===== src/rtl/prio_irq_ctrl.sv =====
module prio_irq_ctrl #(
  parameter int N_EVT = 6,
  parameter int N_LVL = 2,
  localparam int N  = N_EVT + N_LVL,
  localparam int VW = $clog2(N)
) (
  input  logic             clk,
  input  logic             rst_n,
  input  logic [N_EVT-1:0] evt_in,
  input  logic [N_LVL-1:0] lvl_in,
  input  logic             reg_we,
  input  logic             reg_addr,
  input  logic [N-1:0]     reg_wdata,
  output logic [N-1:0]     reg_rdata,
  output logic             irq_req,
  output logic [VW-1:0]    irq_vec,
  input  logic             irq_ack,
  input  logic             instr_retire,
  input  logic             sei,
  input  logic             cli,
  input  logic             reti
);
  logic [N_EVT-1:0] flags, ack_clr, w1c;
  logic [N-1:0]     en, pend, hit;
  logic             gie, hold, take;

  assign pend      = {lvl_in, flags};
  assign hit       = pend & en;
  assign irq_req   = gie & ~hold & ~cli & (|hit);
  assign take      = irq_ack & irq_req;
  assign w1c       = (reg_we && reg_addr) ? reg_wdata[N_EVT-1:0] : '0;
  assign reg_rdata = reg_addr ? pend : en;

  always_comb begin
    irq_vec = '0;
    for (int i = N - 1; i >= 0; i--)
      if (hit[i]) irq_vec = VW'(i);
  end

  always_comb
    for (int i = 0; i < N_EVT; i++)
      ack_clr[i] = take && (irq_vec == VW'(i));

  always_ff @(posedge clk or negedge rst_n)
    if (!rst_n) begin
      flags <= '0;
      en    <= '0;
      gie   <= 1'b0;
      hold  <= 1'b0;
    end else begin
      flags <= (flags & ~w1c & ~ack_clr) | evt_in;
      if (reg_we && !reg_addr) en <= reg_wdata;
      if (cli || take)     gie <= 1'b0;
      else if (sei || reti) gie <= 1'b1;
      if (sei || reti)        hold <= 1'b1;
      else if (instr_retire) hold <= 1'b0;
    end
endmodule


===== config.mk =====
export PLATFORM = sky130hd
export DESIGN_NAME = prio_irq_ctrl
export DESIGN_NICKNAME = d
export VERILOG_FILES = /design/src/rtl/prio_irq_ctrl.sv
export SDC_FILE = /design/constraint.sdc
export NUM_CORES = 1
export LEC_CHECK = 0
export ABC_CLOCK_PERIOD_IN_PS = 2300
export BUFFER_PORTS_ARGS = -buffer_cell sky130_fd_sc_hd__buf_2
export CAP_MARGIN = 40
export CORE_UTILIZATION = 50
export CTS_CLUSTER_SIZE = 28
export DETAILED_ROUTE_END_ITERATION = 10
export HOLD_SLACK_MARGIN = 0.12
export PLACE_DENSITY_LB_ADDON = 0.2
export SLEW_MARGIN = 25
export SYNTH_ARGS = -nofsm -noshare
export SYNTH_HDL_FRONTEND = slang
export SYNTH_SLANG_ARGS = --single-unit
export TNS_END_PERCENT = 50

===== constraint.sdc =====
create_clock -name clk -period 2.3 [get_ports clk]
set_clock_uncertainty 0.1 [all_clocks]
set_input_delay 0.345 -clock clk [delete_from_list [all_inputs] [get_ports clk]]
set_output_delay 0.345 -clock clk [all_outputs]
set_load 0.01 [all_outputs]

# Word-level counts from Yosys, hierarchy flattened
# Cells that the tools add are included.
# classes
n_eq_ne	5
mux	14
bitwise	12
n_reduce_logical	15
# ops
op	count
two-way mux 3 bit	8
bitwise AND 6 bit	2
NOT 6 bit	2
bitwise AND 8 bit	1
logical AND 1 bit	8
two-way mux 8 bit	1
OR reduction 8 bit	1
== test 3 x 2 -> 1 bit (second input constant)	2
== test 3 bit (second input constant)	2
two-way mux 6 bit	1
OR 6 bit	1
bitwise AND 1 bit	4
two-way mux 1 bit	4
nonzero test 2 bit	2
== test 3 x 1 -> 1 bit (second input constant)	1
logical NOT 3 bit	1
logical OR 1 bit	2
NOT 1 bit	2
logical NOT 1 bit	1
# totals
reg_bits	16
in_bits	25
out_inout_bits	12
wordCells	50

# Logic depth before layout (Yosys ltp)
# logic_depth
ltp_word	14
ltp_mapped	6
depth_no_buf	4

# Worst setup path before layout
# Ideal clock, no wire load.
# synth_timing
kind	register to output
start	register en[6]
end	output port irq_req
arrival_time_ps	1061
required_ps	1855
slack_ps	794
path_stages_with_launch	5
path_buffers	0
cell_sequence	dfrtp_1 > a22o_1 > nor2_1 > nand3_1 > and3_1
# synth_between
elab_chain_cells	3
# synth_lines
element	line_no	rtl
start, declared	24	logic [N-1:0] en, pend, hit;
start signal, assigned	52	if (reg_we && !reg_addr) en <= reg_wdata;
bitwise AND 8 bit	28	assign hit = pend & en;
OR reduction 8 bit	29	assign irq_req = gie & ~hold & ~cli & (|hit);
bitwise AND 1 bit	29	
end, declared	15	output logic irq_req,
# Every way passes these cells.

# Worst setup path after layout
# Same ends and word-level chain as after synthesis.

==> results <==
- The setup total negative slack is 0 ns.
- The via count of the first global-routing pass is 832.
- The analysis attributes to net switching a power of 211 µW.
- The count of nets left with antenna violations once routing finished came out at 0.
- The mean area per synthesized cell is 10.6 µm².
- After global routing the overflow that remains totals 0.
- The analysis attributes to cell leakage a power of 0.515 nW.
- The peak ir drop on the vdd network is 513 µV.
- Of all nets on the critical path, the largest fanout is 4.
- Synthesis produced a netlist whose cell count is 84.
- The sequential fraction of design power is 47.5%.
- The height of the chip is 44.3 µm.
- For this run, the post-layout net count is 149.
- The clock network fraction of design power is 26.0%.
- In the routed design, unresolved DRC markers number 3.
- Counting distinct cell types in the post-synthesis netlist gives 29.
- The number of nets handed over by synthesis was 109.
- The timing-limited maximum frequency is 0.493 GHz.
- At the worst endpoint, the required time is 1.86 ns.
- The floorplan step defined a die boundary enclosing 1960 µm².
- The placed instance area is 1090 µm².
- The total iterations of the first detailed-routing run is 7.
- The initialized floorplan defines 14 standard-cell rows.
- The global-route total usage across every layer is 25.0%.
- Counting I/O delays and the setup requirement, the final critical path takes 2.03 ns.
- After clock tree synthesis, the clock-pin slew on the worst setup and hold paths is 0.10 ns.
- The share of the yosys chip area belonging to registers is 44.8%.
- The average detailed-routed wire length per instance is 14.0 µm.
- The power density normalized to cell area is 630 nW/µm².
- The tool flagged a number of max-cap violations equal to 0.
- The area of the core region is 1590 µm².
- The initial antenna violation count is 0.
- The kind of start point of the critical path is a flip-flop.
- The number of setup violations in the final report is 0.
- The wire length of the first global-routing pass is 3.56 mm.
- The library cell used most frequently in the layout, excluding fill and tap cells, is sky130_fd_sc_hd__buf_2.
- For this run, the number of standard cells in the final layout without fillers is 147.
- In the layout the commonest cells are 36 x sky130_fd_sc_hd__buf_2, 16 x sky130_fd_sc_hd__mux2_2, 16 x sky130_fd_sc_hd__dfrtp_1, 11 x sky130_fd_sc_hd__nand2_1, 6 x sky130_fd_sc_hd__nor2_1.
- The number of buffers added on ports is 36.
- For the pin with the worst max-slew slack, the measured transition is 0.373 ns.
- The starting density of the core is 56.0%.
- The post-DP HPWL is 1.61 mm.
- From synthesis to final layout, the design area changed by 27.7%.
- The number of buffers added by the clock tree synthesis step is 3.
- The number of storage elements in the synthesis netlist is 16.
- Across the whole layout, storage elements account for 400 µm².
- The worst hold path belongs to the class primary input to flip-flop.
- The flow ran to the end, but the final reports show violations.
- Per report_power, the combinational group accounts for 26.5% of the total.
- The total count of max-transition violations in the final report was 0.
- Overall power consumption after layout is estimated at 719 µW.
- The first routing iteration left 20 violations.
- The pin count of the biggest net entering global routing is 17.
- 37 I/O pins were placed.
- The final design instance area without fill is 1140 µm².
- The total number of clock tree sinks is 16.
- The critical path start-end classification is flip-flop to primary output.
- The placed instance count is 142.
- The multi-input combinational cell area is 473 µm².
- The internal power component is 507 µW.
- The worst setup path is captured at a primary output.
- The yosys synthesis warning count is 0.
- The master cell of the clock root buffer is sky130_fd_sc_hd__clkbuf_4.
- In the routed layout, each cell is associated on average with a via count of 5.49.
- The worst-case clock buffer depth is 2.
- The final routed wirelength across all metal layers is 2.05 mm.
- Setup repair after global routing left no endpoint under its margin.
- The net switching fraction of the power is 29.4%.
- The tightest hold path in the finished design has a slack of 0.136 ns.
- The level count of the clock H-tree is 1.
- The cell area that synthesis handed to floorplanning was 893 µm².
- The final route contains 807 vias.
- The floorplan die width is 44.3 µm.
- The checks that failed: DRC.
- The share of cells above drive strength 1 is 50.4%.
- The arrival time at the worst endpoint is 1.58 ns.
- Clock latency on the worst-skew pair, taken at its later pin, is 0.28 ns.
- The filler cells instantiated in the layout total 133.
- The CTS tree is built.
- The number of diodes added for antenna fixing is 0.
- The final RePlAce weighted congestion is 0.788.
- The setup fix buffers added after clock tree synthesis is 0.
- Of the available clock period, the critical path in the final layout requires 88.2%.
- The count of endpoints failing hold in the final timing report was 0.
- The headroom to the max-slew limit is 75.1%.
[per-stage QoR]
step | util, % | setup slack (ns)
after floorplan | - | 0.794
after global placement | 68.7 | 0.600
after detailed placement | 68.7 | 0.560
after CTS | 71.6 | 0.267
after global routing | 71.6 | 0.176
final | 71.6 | 0.272
[cell type report]
type	count	share of cell area, %
Clock buffer	4	3.18
Multi-Input combinational cell	64	41.4
Inverter	1	0.329
Sequential cell	16	35.1
Tap cell	24	2.63
Timing Repair Buffer	38	17.3
[layer usage]
layer / share of wire [%] / track usage (%) / up-vias
met1: 43 / 31.0 / 386
met4: 0.44 / 6.06 / 0
li1: - / - / 392
met2: 52 / 44.4 / 27
met5: 0 / 0 / -
met3: 4.5 / 4.90 / 2
[synth_stat cells (all sizes together)]
cell	count	share of area (%)
a31o	2	2.0
nand2b	1	0.70
nor3	1	0.56
and3	1	0.70
a22oi	3	2.5
mux2	16	20
a21oi	4	2.2
inv	1	0.42
nor2	6	2.5
a21boi	1	0.84
clkbuf	1	0.42
and2	1	0.70
nand3b	1	0.84
nand3	2	1.1
nor2b	1	0.70
o21ai	1	0.56
a22o	2	2.0
o31a	2	2.0
nand4	1	0.70
and4bb	1	1.4
a211oi	1	0.84
a21o	2	1.8
dfrtp	16	45
buf	2	1.4
a32o	3	3.5
nand2	11	4.6
[worst max-delay path, stage by stage (launching register included)]
cell,delay (ns)
sky130_fd_sc_hd__dfrtp_1,0.43
sky130_fd_sc_hd__a22o_1,0.25
sky130_fd_sc_hd__nor2_1,0.14
sky130_fd_sc_hd__nand3_1,0.12
sky130_fd_sc_hd__and3_1,0.22
sky130_fd_sc_hd__buf_2,0.14
[path summary, 6_finish.rpt]
path,slack [ns],to,depth (start not counted),start
setup / recovery,0.27,irq_req,5,en[6]
hold / removal,0.14,gie,2,cli
setup reg to reg,0.78,flags[4],4,en[6]
hold reg to reg,0.48,en[4],1,en[4]
max in group asynchronous,1.43,en[1],2,rst_n
min in group asynchronous,0.40,en[6],2,rst_n
[repair_timing]
item | in CTS | in global routing
endpoints found under the hold margin | 16 | 0
hold buffers | 1 | 0
gates resized for setup | 0 | 0
[power by group through the flow]
stage          Combinational, mW  Clock, mW  Sequential [mW]
2_1_floorplan              0.122          0            0.337
3_3_place_gp               0.185          0            0.343
3_5_place_dp               0.190          0            0.347
4_1_cts                    0.193      0.188            0.341
5_1_grt                    0.209      0.198            0.348
6_report                   0.191      0.187            0.342
[cell families (layout without fill, tap and decap cells)]
| kind of cell | Yosys count | in the layout | synth area share (%) |
|---|---|---|---|
| AOI/OAI and AO/OA | 21 | 21 | 18.2 |
| buffers and inverters | 4 | 43 | 2.24 |
| DFF | 16 | 16 | 44.8 |
| muxes | 16 | 16 | 20.2 |
| and+or+nand+nor | 27 | 27 | 14.6 |
[flip-flops by register name, indices dropped and copies added, names as in the netlist]
name,flops
en,8
gie,1
flags,6
hold,1
Power figures use the tool's default switching activity.
